[config.mk]
export PLATFORM = sky130hd
export DESIGN_NAME = ssrTop
export DESIGN_NICKNAME = d
export VERILOG_FILES = /design/src/rtl/ssr_pkg.sv /design/src/rtl/ssrSync.sv /design/src/rtl/ssrControl.sv /design/src/rtl/ssrDatapath.sv /design/src/rtl/ssrTop.sv
export SDC_FILE = /design/constraint.sdc
export NUM_CORES = 1
export LEC_CHECK = 0
export BUFFER_PORTS_ARGS = -buffer_cell sky130_fd_sc_hd__buf_2
export CAP_MARGIN = 30
export CORE_UTILIZATION = 54
export DETAILED_ROUTE_END_ITERATION = 6
export PLACE_DENSITY_LB_ADDON = 0.3
export SETUP_SLACK_MARGIN = 0.15
export SYNTH_ARGS = -nofsm -noshare
export SYNTH_HDL_FRONTEND = slang
export SYNTH_SLANG_ARGS = --single-unit
[constraint.sdc]
create_clock -name clk -period 2.4 [get_ports clk]
set_input_delay 0.12 -clock clk [delete_from_list [all_inputs] [get_ports clk]]
set_output_delay 0.12 -clock clk [all_outputs]
set_load 0.005 [all_outputs]
[src/rtl/ssr_pkg.sv]
package ssr_pkg;

  // Clock source codes; the value decides which event shifts the word.
  localparam logic [1:0] SRC_SOFT  = 2'b00;
  localparam logic [1:0] SRC_TIMER = 2'b01;
  localparam logic [1:0] SRC_RISE  = 2'b10;
  localparam logic [1:0] SRC_FALL  = 2'b11;

  // Strobes from control to datapath, one cycle each.
  typedef struct packed {
    logic load;        // processor write of the data word
    logic shift;       // a clock event selected by the source
    logic shiftBit;    // bit entering at the LSB
    logic latchUpd;    // reload the output latch from the MSB
    logic transparent; // internal source: output follows the MSB
    logic capture;     // copy data word into the buffer
  } dpCtl_t;

endpackage

[src/rtl/ssrSync.sv]
module ssrSync #(
  parameter int WIDTH  = 2,
  parameter int STAGES = 2
) (
  input  logic             clk,
  input  logic             rstN,
  input  logic [WIDTH-1:0] asyncIn,
  output logic [WIDTH-1:0] syncOut
);

  logic [WIDTH-1:0] stage [STAGES];

  generate
    for (genvar s = 0; s < STAGES; s++) begin : g_stage
      always_ff @(posedge clk or negedge rstN) begin
        if (!rstN) begin
          stage[s] <= '0;
        end else begin
          if (s == 0) stage[s] <= asyncIn;
          else        stage[s] <= stage[(s == 0) ? 0 : s-1];
        end
      end
    end
  endgenerate

  assign syncOut = stage[STAGES-1];

endmodule

[src/rtl/ssrControl.sv]
module ssrControl
  import ssr_pkg::*;
(
  input  logic       clk,
  input  logic       rstN,
  input  logic       ctrlWrEn,
  input  logic [1:0] ctrlSel,
  input  logic       ctrlStrobe,
  input  logic       cpuWrEn,
  input  logic       timerMatch,
  input  logic       xferDone,
  input  logic       extClkSync,
  input  logic       serInSync,
  output dpCtl_t     ctl,
  output logic [1:0] selOut
);

  logic [1:0] selReg;
  logic [1:0] effSel;
  logic       extPrev;
  logic       inDly;
  logic       riseEv;
  logic       fallEv;
  logic       swStrobe;
  logic       shiftEv;
  logic       updEv;

  // Control register: select kept, strobe acted on only in its write cycle.
  always_ff @(posedge clk or negedge rstN) begin
    if (!rstN) begin
      selReg  <= SRC_SOFT;
      extPrev <= 1'b0;
      inDly   <= 1'b0;
    end else begin
      if (ctrlWrEn) selReg <= ctrlSel;
      extPrev <= extClkSync;
      inDly   <= serInSync;
    end
  end

  // The select being written applies in the same cycle as its strobe.
  assign effSel   = ctrlWrEn ? ctrlSel : selReg;
  assign riseEv   = extClkSync & ~extPrev;
  assign fallEv   = ~extClkSync & extPrev;
  assign swStrobe = ctrlWrEn & ctrlStrobe & (ctrlSel == SRC_SOFT);

  always_comb begin
    shiftEv = 1'b0;
    updEv   = 1'b1;
    unique case (effSel)
      SRC_SOFT:  begin shiftEv = swStrobe;   updEv = 1'b1;   end
      SRC_TIMER: begin shiftEv = timerMatch; updEv = 1'b1;   end
      SRC_RISE:  begin shiftEv = riseEv;     updEv = fallEv; end
      SRC_FALL:  begin shiftEv = fallEv;     updEv = riseEv; end
      default:   begin shiftEv = 1'b0;       updEv = 1'b0;   end
    endcase
  end

  always_comb begin
    ctl.load        = cpuWrEn;
    ctl.shift       = shiftEv;
    // Internal sources use the bit from the cycle before; external uses the
    // bit present at the sampling edge.
    ctl.shiftBit    = effSel[1] ? serInSync : inDly;
    ctl.latchUpd    = updEv;
    ctl.transparent = ~effSel[1];
    ctl.capture     = xferDone;
  end

  assign selOut = selReg;

  // with select 00 held and no control write, nothing shifts.
  assert_no_idle_shift_R1: assert property (@(posedge clk) disable iff (!rstN)
    (!ctrlWrEn && selReg == SRC_SOFT) |-> !ctl.shift);

  // external rising-edge mode shifts only on a synchronized 0->1.
  assert_rise_only_R4: assert property (@(posedge clk) disable iff (!rstN)
    (!ctrlWrEn && selReg == SRC_RISE && ctl.shift) |-> (extClkSync && !$past(extClkSync)));

  // external falling-edge mode shifts only on a synchronized 1->0.
  assert_fall_only_R4: assert property (@(posedge clk) disable iff (!rstN)
    (!ctrlWrEn && selReg == SRC_FALL && ctl.shift) |-> (!extClkSync && $past(extClkSync)));

endmodule

[src/rtl/ssrDatapath.sv]
module ssrDatapath
  import ssr_pkg::*;
#(
  parameter int DATA_W = 8
) (
  input  logic              clk,
  input  logic              rstN,
  input  dpCtl_t            ctl,
  input  logic [DATA_W-1:0] wrData,
  output logic [DATA_W-1:0] dataWord,
  output logic [DATA_W-1:0] bufWord,
  output logic              serOut
);

  localparam int MSB = DATA_W - 1;

  logic [DATA_W-1:0] dataReg;
  logic [DATA_W-1:0] bufReg;
  logic              outLatch;

  // Processor write wins over a shift in the same cycle.
  always_ff @(posedge clk or negedge rstN) begin
    if (!rstN) begin
      dataReg <= '0;
    end else if (ctl.load) begin
      dataReg <= wrData;
    end else if (ctl.shift) begin
      dataReg <= {dataReg[MSB-1:0], ctl.shiftBit};
    end
  end

  always_ff @(posedge clk or negedge rstN) begin
    if (!rstN) begin
      outLatch <= 1'b0;
      bufReg   <= '0;
    end else begin
      if (ctl.latchUpd) outLatch <= dataReg[MSB];
      if (ctl.capture)  bufReg   <= dataReg;
    end
  end

  assign serOut   = ctl.transparent ? dataReg[MSB] : outLatch;
  assign dataWord = dataReg;
  assign bufWord  = bufReg;

  // a write cycle leaves exactly the written value.
  assert_write_wins_R8: assert property (@(posedge clk) disable iff (!rstN)
    ctl.load |=> (dataReg == $past(wrData)));

  // a shift moves the word up one place and brings in the sampled bit.
  assert_shift_shape_R2: assert property (@(posedge clk) disable iff (!rstN)
    (ctl.shift && !ctl.load) |=> (dataReg == {$past(dataReg[MSB-1:0]), $past(ctl.shiftBit)}));

  // in external modes the output holds unless its update edge occurs.
  assert_latch_hold_R5: assert property (@(posedge clk) disable iff (!rstN)
    (!ctl.transparent && !ctl.latchUpd) |=> (ctl.transparent || $stable(serOut)));

  // the buffer captures the word present in the transfer cycle.
  assert_buffer_copy_R10: assert property (@(posedge clk) disable iff (!rstN)
    ctl.capture |=> (bufReg == $past(dataReg)));

endmodule

[src/rtl/ssrTop.sv]
module ssrTop
  import ssr_pkg::*;
#(
  parameter int DATA_W      = 8,
  parameter int SYNC_STAGES = 2
) (
  input  logic              clk,
  input  logic              rstN,
  input  logic              cpuWrEn,
  input  logic [DATA_W-1:0] cpuWrData,
  input  logic              ctrlWrEn,
  input  logic [1:0]        ctrlSel,
  input  logic              ctrlStrobe,
  input  logic              timerMatch,
  input  logic              extClk,
  input  logic              serIn,
  input  logic              xferDone,
  output logic [DATA_W-1:0] dataOut,
  output logic [DATA_W-1:0] bufOut,
  output logic [2:0]        ctrlRead,
  output logic              serOut
);

  logic [1:0] syncVec;
  logic [1:0] selNow;
  dpCtl_t     ctl;

  ssrSync #(.WIDTH(2), .STAGES(SYNC_STAGES)) u_sync (
    .clk     (clk),
    .rstN    (rstN),
    .asyncIn ({extClk, serIn}),
    .syncOut (syncVec)
  );

  ssrControl u_ctrl (
    .clk        (clk),
    .rstN       (rstN),
    .ctrlWrEn   (ctrlWrEn),
    .ctrlSel    (ctrlSel),
    .ctrlStrobe (ctrlStrobe),
    .cpuWrEn    (cpuWrEn),
    .timerMatch (timerMatch),
    .xferDone   (xferDone),
    .extClkSync (syncVec[1]),
    .serInSync  (syncVec[0]),
    .ctl        (ctl),
    .selOut     (selNow)
  );

  ssrDatapath #(.DATA_W(DATA_W)) u_dp (
    .clk      (clk),
    .rstN     (rstN),
    .ctl      (ctl),
    .wrData   (cpuWrData),
    .dataWord (dataOut),
    .bufWord  (bufOut),
    .serOut   (serOut)
  );

  // Strobe position is write-only and returns zero.
  assign ctrlRead = {selNow, 1'b0};

endmodule

==> reports/qor_table.md, run 1 <==
| Result | Value | Unit |
|---|---|---|
| Initial core utilization | 0.588 | - |
| Yosys warnings | 0 | - |
| Worst Setup End Kind | register | - |
| Overall die height | 51.8 | um |
| CTS HTree Levels | 1 | - |
| Die width | 51.8 | um |
| Largest cells by area after synthesis | sky130_fd_sc_hd__dfrtp_1, sky130_fd_sc_hd__mux2_2, sky130_fd_sc_hd__a221oi_1 | - |
| Number of instances in the synthesized netlist | 121 | - |
| Number of clock buffers inserted by TritonCTS | 3 | - |
| Tmin final | 1680 | ps |
| Leakage dissipation | 0.704 | nW |
| Final setup violation count | 0 | - |
| Vias post-DR | 1146 | - |
| DIE AREA | 0.00268 | sq mm |
| Number of clock sinks seen by CTS | 25 | - |
| Number of cells on the worst reg-to-reg path | 6 | - |
| Yosys reg bits | 25 | - |
| Post-synth design cell area | 0.00134 | sq mm |
| Longest Clk Path Bufs | 2 | - |
| Largest fanout of any net on the critical path | 11 | - |
| Sequential Power Share | 0.524 | - |
| GP Congestion | 0.835 | - |
| Maximum number of pins on one net before global-route repair | 26 | - |
| Sequential cell area | 626 | sq um |
| Buffer cell driving the clock tree root | sky130_fd_sc_hd__clkbuf_4 | - |
| P_sw | 331 | uW |
| Launch instance of the worst register-to-register path | u_ctrl.selOut[1] | - |
| Fin. max-slew vios | 0 | - |
| Final Non-Filler Cells | 188 | - |
| Launching element type of the critical path | register | - |
| Required time of the critical path | 2660 | ps |
| Final-layout worst hold slack | 146 | ps |
| Tot GR Track Use | 0.243 | - |
| Data arrival time of the worst path | 1940 | ps |
| PostCTS Resize Cnt | 0 | - |
| Fraction of power consumed by combinational cells | 0.294 | - |
| Worst Max-Slew Pin Slew | 580 | ps |
| Power density relative to cell area | 652 | mW/mm^2 |
| Drt via density | 6.10 | - |
| Area fraction of the dominant cell type after synthesis | 0.467 | - |
| Final clock skew | 7.15 | ps |
| Avg Inst Size Synth | 11.1 | sq um |
| Post-route cell area | 0.00159 | sq mm |
| Slew headroom | 0.612 | - |
| Internal | 705 | uW |
| Max_cap viols | 0 | - |
| Clock slew at the register clock pins of the worst setup and hold paths | 140 | ps |
| Total Power Consumption | 1.04 | mW |
| Initial antenna violation count | 0 | - |
| Antenna diode instance count | 0 | - |
| Nets | 180 | - |
| Sequential element share of the synthesized area | 0.467 | - |
| Wire length per cell | 15.9 | um |
| Instance area at placement | 0.00153 | sq mm |
| Antenna-violating nets left | 0 | - |
| Quantity of I/O buffers inserted on ports | 37 | - |
| Global-route wire length before repair | 4640 | um |
| Hold Path Depth | 4 | - |
| Count of placed standard cells including taps | 181 | - |
| Row Count | 17 | - |
| Final total negative setup slack | 0 | ps |
| Hold path startpoint | cpuWrData[1] | - |
| Hold Fails Final Rpt | 0 | - |
| Final cycle utilization of the critical path | 0.700 | - |
| Hold Crit Class | in2reg | - |
| Total area of multi-input combinational cells | 663 | sq um |
| Remaining global-route overflow | 0 | - |
| Filler instances | 170 | - |
| Source-to-sink clock delay at the later pin of the worst-skew pair | 320 | ps |
| Clock network fraction of design power | 0.182 | - |
| Count of different cell masters after synthesis | 37 | - |
| Nets in the synthesized netlist | 140 | - |
| Outcome | finished clean | - |
| Switching fraction of total power | 0.319 | - |
| Worst setup path class | reg2reg | - |
| Fraction of layout cells with a size suffix above 1 | 0.369 | - |
| Cell type contributing the most total cell area after synthesis | sky130_fd_sc_hd__dfrtp_1 | - |
| Detailed router's first-iteration violation count | 36 | - |
| TritonCTS clock tree | yes | - |
| Sum of routed wire length over all layers | 2980 | um |
| Worst VDD drop | 0.502 | mV |
| P&R area growth vs syn | 18.7 | % |
| Number of top-level pins | 39 | - |
| Timing-limited maximum frequency | 0.595 | GHz |
| Post-detailed-placement half-perimeter wirelength | 2120 | um |
| Detailed-route DRC error count | 0 | - |
| RSZ-0062 raised after global routing | false | - |
| Critical register-to-register path endpoint | u_dp.dataWord[4] | - |
| Endpoint of the worst hold path | u_dp.dataWord[1] | - |
| Via count of the first global-routing pass | 1073 | - |
| Detailed Routing Iterations Pass 1 | 4 | - |
| Reg-to-reg setup timing slack | 720 | ps |
| Placeable core region | 0.00228 | sq mm |
-- power groups by stage --
stage	Sequential (mW)	Combinational, mW	Clock, mW
after CTS	0.544	0.306	0.192
after global routing	0.553	0.333	0.202
final	0.543	0.305	0.189
after global placement	0.544	0.291	0
after detailed placement	0.553	0.300	0
after floorplan	0.550	0.175	0
-- cells in the mapped netlist --
| cell type | n |
|---|---|
| sky130_fd_sc_hd__and2_1 | 8 |
| sky130_fd_sc_hd__nand3_1 | 7 |
| sky130_fd_sc_hd__and3_1 | 1 |
| sky130_fd_sc_hd__o21ai_2 | 1 |
| sky130_fd_sc_hd__nand4b_2 | 1 |
| sky130_fd_sc_hd__nand2b_1 | 1 |
| sky130_fd_sc_hd__o32ai_1 | 1 |
| sky130_fd_sc_hd__nor2_1 | 3 |
| sky130_fd_sc_hd__mux2i_2 | 1 |
| sky130_fd_sc_hd__inv_1 | 2 |
| sky130_fd_sc_hd__nand2_1 | 4 |
| sky130_fd_sc_hd__o21ai_0 | 2 |
| sky130_fd_sc_hd__mux2_2 | 8 |
| sky130_fd_sc_hd__nor4_4 | 1 |
| sky130_fd_sc_hd__nand4_1 | 7 |
| sky130_fd_sc_hd__nor3_1 | 4 |
| sky130_fd_sc_hd__or2_1 | 1 |
| sky130_fd_sc_hd__mux2i_1 | 1 |
| sky130_fd_sc_hd__nor4b_1 | 1 |
| sky130_fd_sc_hd__o21a_1 | 1 |
| sky130_fd_sc_hd__buf_2 | 1 |
| sky130_fd_sc_hd__o221ai_1 | 7 |
| sky130_fd_sc_hd__a2111oi_2 | 1 |
| sky130_fd_sc_hd__buf_6 | 1 |
| sky130_fd_sc_hd__a221oi_1 | 7 |
| sky130_fd_sc_hd__nor2b_1 | 8 |
| sky130_fd_sc_hd__inv_2 | 2 |
| sky130_fd_sc_hd__nor4b_2 | 1 |
| sky130_fd_sc_hd__clkbuf_1 | 3 |
| sky130_fd_sc_hd__a32o_1 | 1 |
| sky130_fd_sc_hd__o21bai_1 | 1 |
| sky130_fd_sc_hd__dfrtp_1 | 25 |
| sky130_fd_sc_hd__nor4b_4 | 1 |
| sky130_fd_sc_hd__nor3b_1 | 3 |
| sky130_fd_sc_hd__a21oi_1 | 1 |
| sky130_fd_sc_hd__buf_4 | 1 |
| sky130_fd_sc_hd__conb_1 | 1 |
-- worst max-delay path, stage by stage (launching register included) --
cell	delay (ps)
sky130_fd_sc_hd__dfrtp_1	410
sky130_fd_sc_hd__mux2i_1	130
sky130_fd_sc_hd__buf_4	220
sky130_fd_sc_hd__inv_2	100
sky130_fd_sc_hd__nor4_4	480
sky130_fd_sc_hd__a221oi_1	160
sky130_fd_sc_hd__nand3_1	120
-- through the flow --
step / util / setup WS (ps)
floorplan: - / 896
global placement: 0.673 / 809
detailed placement: 0.673 / 768
CTS: 0.698 / 729
global route: 0.698 / 609
finish: 0.698 / 719
-- sequential cells by signal, indices dropped and copies added (netlist names) --
| register | flops |
|---|---|
| u_ctrl.inDly | 1 |
| u_dp.outLatch | 1 |
| u_ctrl.selOut | 2 |
| u_dp.dataWord | 8 |
| u_sync.syncOut | 2 |
| u_dp.bufWord | 8 |
| u_ctrl.extPrev | 1 |
| u_sync.stage | 2 |
-- cell families (layout without fill, tap and decap cells) --
kind of cell    count (synthesis)  after routing  synth area share
buf+inv                        10             49            0.0374
compound gates                 23             23             0.146
flops                          25             25             0.467
mux                            10             10            0.0850
other cells                     1              1           0.00280
simple gates                   52             52             0.262
-- worst max path at each step --
stage                                  end        startpoint  slack, ps
final                     u_dp.dataWord[4]  u_ctrl.selOut[1]        720
after global placement    u_dp.dataWord[6]  u_ctrl.selOut[1]        810
after CTS                 u_dp.dataWord[4]  u_ctrl.selOut[1]        730
after detailed placement  u_dp.dataWord[4]  u_ctrl.selOut[1]        770
after global routing      u_dp.dataWord[4]  u_ctrl.selOut[1]        610
after floorplan              u_dp.outLatch  u_ctrl.selOut[0]        900
-- cell usage in the layout, fill, tap and decap left out, types with 2 or more instances in the layout --
master,synthesis,final
sky130_fd_sc_hd__buf_2,1,37
sky130_fd_sc_hd__dfrtp_1,25,25
sky130_fd_sc_hd__nor2b_1,8,8
sky130_fd_sc_hd__and2_1,8,8
sky130_fd_sc_hd__mux2_2,8,8
sky130_fd_sc_hd__o221ai_1,7,7
sky130_fd_sc_hd__nand4_1,7,7
sky130_fd_sc_hd__a221oi_1,7,7
sky130_fd_sc_hd__nand3_1,7,7
sky130_fd_sc_hd__nand2_1,4,4
sky130_fd_sc_hd__nor3_1,4,4
sky130_fd_sc_hd__nor2_1,3,3
sky130_fd_sc_hd__nor3b_1,3,3
sky130_fd_sc_hd__clkbuf_4,0,3
sky130_fd_sc_hd__dlygate4sd3_1,0,3
sky130_fd_sc_hd__inv_2,2,2
sky130_fd_sc_hd__inv_1,2,2
sky130_fd_sc_hd__o21ai_0,2,2
-- timing repair --
item                                    CTS  global route
setup buffers                             0             0
endpoints found under the setup margin    0             0
hold endpoints to repair                 27             0
hold buffers                              3             0
-- cell type report --
type,count,share of cell area
Inverter,4,0.00945
Clock inverter,1,0.00315
Sequential cell,25,0.394
Tap cell,28,0.0220
Timing Repair Buffer,41,0.140
Multi-Input combinational cell,86,0.417
Clock buffer,3,0.0142
-- metal layers --
| layer | vias to the layer above | track usage | part of all wire |
|---|---|---|---|
| li1 | 539 | - | - |
| met1 | 544 | 0.307 | 0.43 |
| met2 | 58 | 0.396 | 0.48 |
| met3 | 5 | 0.0409 | 0.073 |
| met4 | 0 | 0.131 | 0.015 |
| met5 | - | 0 | 0 |
No activity file was read; power rests on OpenSTA's default activity.
==> inputs of run 2 (changes only) <==
Settings changed: ABC_AREA set to 1, CORE_UTILIZATION 54 to 45.
Clock period 2.4 ns to 1.5 ns, I/O delays scaled along.
==> reports/qor_table.md, run 2 <==
| Result | Value | Unit |
|---|---|---|
| Sequential cell area | 626 | sq um |
| Hold Crit Class | in2reg | - |
| P&R area growth vs syn | 21.4 | % |
| Path length in cells of the critical path | 6 | - |
| Wire length per cell | 11.1 | um |
| Worst Setup End Kind | output port | - |
| Worst setup path class | reg2out | - |
| Sequential element share of the synthesized area | 0.512 | - |
| Number of instances in the synthesized netlist | 138 | - |
| Yosys reg bits | 25 | - |
| Die width | 54.1 | um |
| Launching element type of the critical path | register | - |
| Fin. max-slew vios | 0 | - |
| Highest cell delay on the worst timing path | 420 | ps |
| Cell type contributing the most total cell area after synthesis | sky130_fd_sc_hd__dfrtp_1 | - |
| TritonCTS clock tree | yes | - |
| Fraction of layout cells with a size suffix above 1 | 0.315 | - |
| Row Count | 18 | - |
| Required time of the critical path | 1420 | ps |
| Timing-limited maximum frequency | 0.803 | GHz |
| Hold Path Depth | 5 | - |
| Post-detailed-placement half-perimeter wirelength | 1780 | um |
| Hold Fails Final Rpt | 0 | - |
| Nets | 198 | - |
| Buffer cell driving the clock tree root | sky130_fd_sc_hd__clkbuf_4 | - |
| Post-route cell area | 0.00148 | sq mm |
| Number of cells on the worst reg-to-reg path | 7 | - |
| Placeable core region | 0.00252 | sq mm |
| Yosys warnings | 0 | - |
| Remaining global-route overflow | 0 | - |
| Largest cells by area after synthesis | sky130_fd_sc_hd__dfrtp_1, sky130_fd_sc_hd__nand2_1, sky130_fd_sc_hd__nand3_4 | - |
| Via count of the first global-routing pass | 930 | - |
| Detailed Routing Iterations Pass 1 | 5 | - |
| Number of clock sinks seen by CTS | 25 | - |
| Final total negative setup slack | 0 | ps |
| EDFF count, synth | 0 | - |
| Number of top-level pins | 39 | - |
| Tmin final | 1250 | ps |
| Number of buffers inserted to repair setup after CTS | 0 | - |
| Final setup violation count | 0 | - |
| Outcome | finished clean | - |
| Vias post-DR | 991 | - |
| Worst Slack Setup Final | 254 | ps |
| Filler instances | 236 | - |
| Longest Clk Path Bufs | 2 | - |
| Sum of routed wire length over all layers | 2320 | um |
| Number of clock buffers inserted by TritonCTS | 3 | - |
| Sequential Power Share | 0.560 | - |
| CP top delay family | flip-flops | - |
| Detailed-route DRC error count | 0 | - |
| Total area of multi-input combinational cells | 508 | sq um |
| Worst VDD drop | 0.824 | mV |
| Area fraction of the dominant cell type after synthesis | 0.512 | - |
| Crit path buffers/inverters | 2 | - |
| Tot GR Track Use | 0.182 | - |
| Worst Max-Slew Pin Slew | 553 | ps |
| P_sw | 447 | uW |
| Clock network fraction of design power | 0.202 | - |
| Most used standard cells in the synthesized netlist | sky130_fd_sc_hd__nand2_1, sky130_fd_sc_hd__dfrtp_1, sky130_fd_sc_hd__inv_1 | - |
| GP Congestion | 0.849 | - |
| Instance area at placement | 0.00143 | sq mm |
| Switching fraction of total power | 0.304 | - |
| Data arrival time of the worst path | 1170 | ps |
| Detailed router's first-iteration violation count | 13 | - |
| Clock slew at the register clock pins of the worst setup and hold paths | 130 | ps |
| Largest fanout of any net on the critical path | 3 | - |
| DIE AREA | 0.00293 | sq mm |
| Global-route wire length before repair | 3820 | um |
| Leading register cell type out of synthesis | sky130_fd_sc_hd__dfrtp_1 | - |
| CTS HTree Levels | 1 | - |
| Source-to-sink clock delay at the later pin of the worst-skew pair | 310 | ps |
| Power density relative to cell area | 989 | mW/mm^2 |
| Most used cell along the critical path | sky130_fd_sc_hd__nand2_1 | - |
| Slew headroom | 0.631 | - |
| Nets in the synthesized netlist | 157 | - |
| Highest-count cells in the layout ignoring fill and taps | sky130_fd_sc_hd__nand2_1, sky130_fd_sc_hd__buf_2, sky130_fd_sc_hd__dfrtp_1 | - |
| Antenna diode instance count | 0 | - |
| Crit-path slowest cell | sky130_fd_sc_hd__dfrtp_1 | - |
| Initial antenna violation count | 0 | - |
| Overall die height | 54.1 | um |
| Drt via density | 4.76 | - |
| Maximum number of pins on one net before global-route repair | 26 | - |
| Most frequent standard cell in the layout excluding fill and tap cells | sky130_fd_sc_hd__nand2_1 | - |
| Leakage dissipation | 0.807 | nW |
| Antenna-violating nets left | 0 | - |
| Max_cap viols | 0 | - |
| Post-synth design cell area | 0.00122 | sq mm |
| Initial core utilization | 0.485 | - |
| Final cycle utilization of the critical path | 0.830 | - |
| Worst slack after detailed placement | 336 | ps |
| Count of different cell masters after synthesis | 21 | - |
| Internal | 1.02 | mW |
| Quantity of I/O buffers inserted on ports | 37 | - |
| RSZ-0062 raised after global routing | true | - |
| Final clock skew | 5.17 | ps |
| Cells along the critical path | inv_1, nand2_1, nand2_2, nand2_1, nand2_1, buf_2 | - |
| Fraction of power consumed by combinational cells | 0.238 | - |
| Avg Inst Size Synth | 8.86 | sq um |
| Most repeated cell in the gate-level netlist after synthesis | sky130_fd_sc_hd__nand2_1 | - |
| Async SR Flop Fraction | 1.00 | - |
==> run 2: cell types whose count changed after synthesis, sizes merged, moves of 8 or more <==
cell and delta:
and2 -8, nor2b -8, nor2 +9, inv +13
nand2 +46
==> run 2: power by group through the flow <==
stage,registers (mW),clock network [mW],logic (mW)
after floorplan,0.837,0,0.190
after global placement,0.833,0,0.340
after detailed placement,0.837,0,0.349
after CTS,0.824,0.315,0.357
after global routing,0.835,0.339,0.401
final,0.822,0.296,0.350
==> run 2: cell families (layout without fill, tap and decap cells) <==
kind of cell    after synthesis  in the layout  share of synthesized area
flops                        25             25                      0.512
mux                           2              2                     0.0184
other cells                   1              1                    0.00307
simple gates                 75             75                      0.323
buf+inv                      21             61                     0.0747
compound gates               14             14                     0.0686
==> run 2: worst reg2reg max path: cells and delay by family (launching register included) <==
kind / cells / cell delay (ps)
buffers and inverters: 1 / 40
flip-flops: 1 / 420
AND/OR/NAND/NOR: 6 / 630
==> run 2: area by class of cell <==
type                       count  area share
clock buffer                   4      0.0177
inverter                      17      0.0481
multi-input combinational     92       0.342
sequential                    25       0.422
tap                           30      0.0253
timing repair buffer          40       0.145
==> run 2: per-stage QoR <==
step	power (mW)	utilization	instances	hold slack [ps]
after global placement	1.17	0.565	201	89.4
final	1.47	0.588	208	55.3
after CTS	1.50	0.587	208	42.6
after global routing	1.57	0.588	208	49.9
after detailed placement	1.19	0.565	201	100
after floorplan	1.03	-	138	-221
==> run 2: worst paths after layout <==
check / start / end / slack (ps)
max in group asynchronous: rstN / u_dp.dataWord[0] / 860
min reg2reg: u_sync.stage[2] / u_sync.syncOut[0] / 370
min: cpuWrData[0] / u_dp.dataWord[0] / 60
max reg2reg: u_ctrl.selOut[0] / u_dp.dataWord[0] / 360
min in group asynchronous: rstN / u_dp.bufWord[6] / 270
max: u_ctrl.selOut[1] / serOut / 250
==> run 2: metal layers <==
metal | share of wire | vias up | track usage
li1 | - | 504 | -
met1 | 0.46 | 463 | 0.224
met2 | 0.49 | 22 | 0.305
met3 | 0.042 | 2 | 0.0367
met4 | 0.0052 | 0 | 0.0769
met5 | 0 | - | 0
==> run 2: timing repair <==
action,in CTS,in global routing
gates resized for setup,0,1
hold buffers,3,0
endpoints found under the hold margin,27,0
setup endpoints to repair,0,1
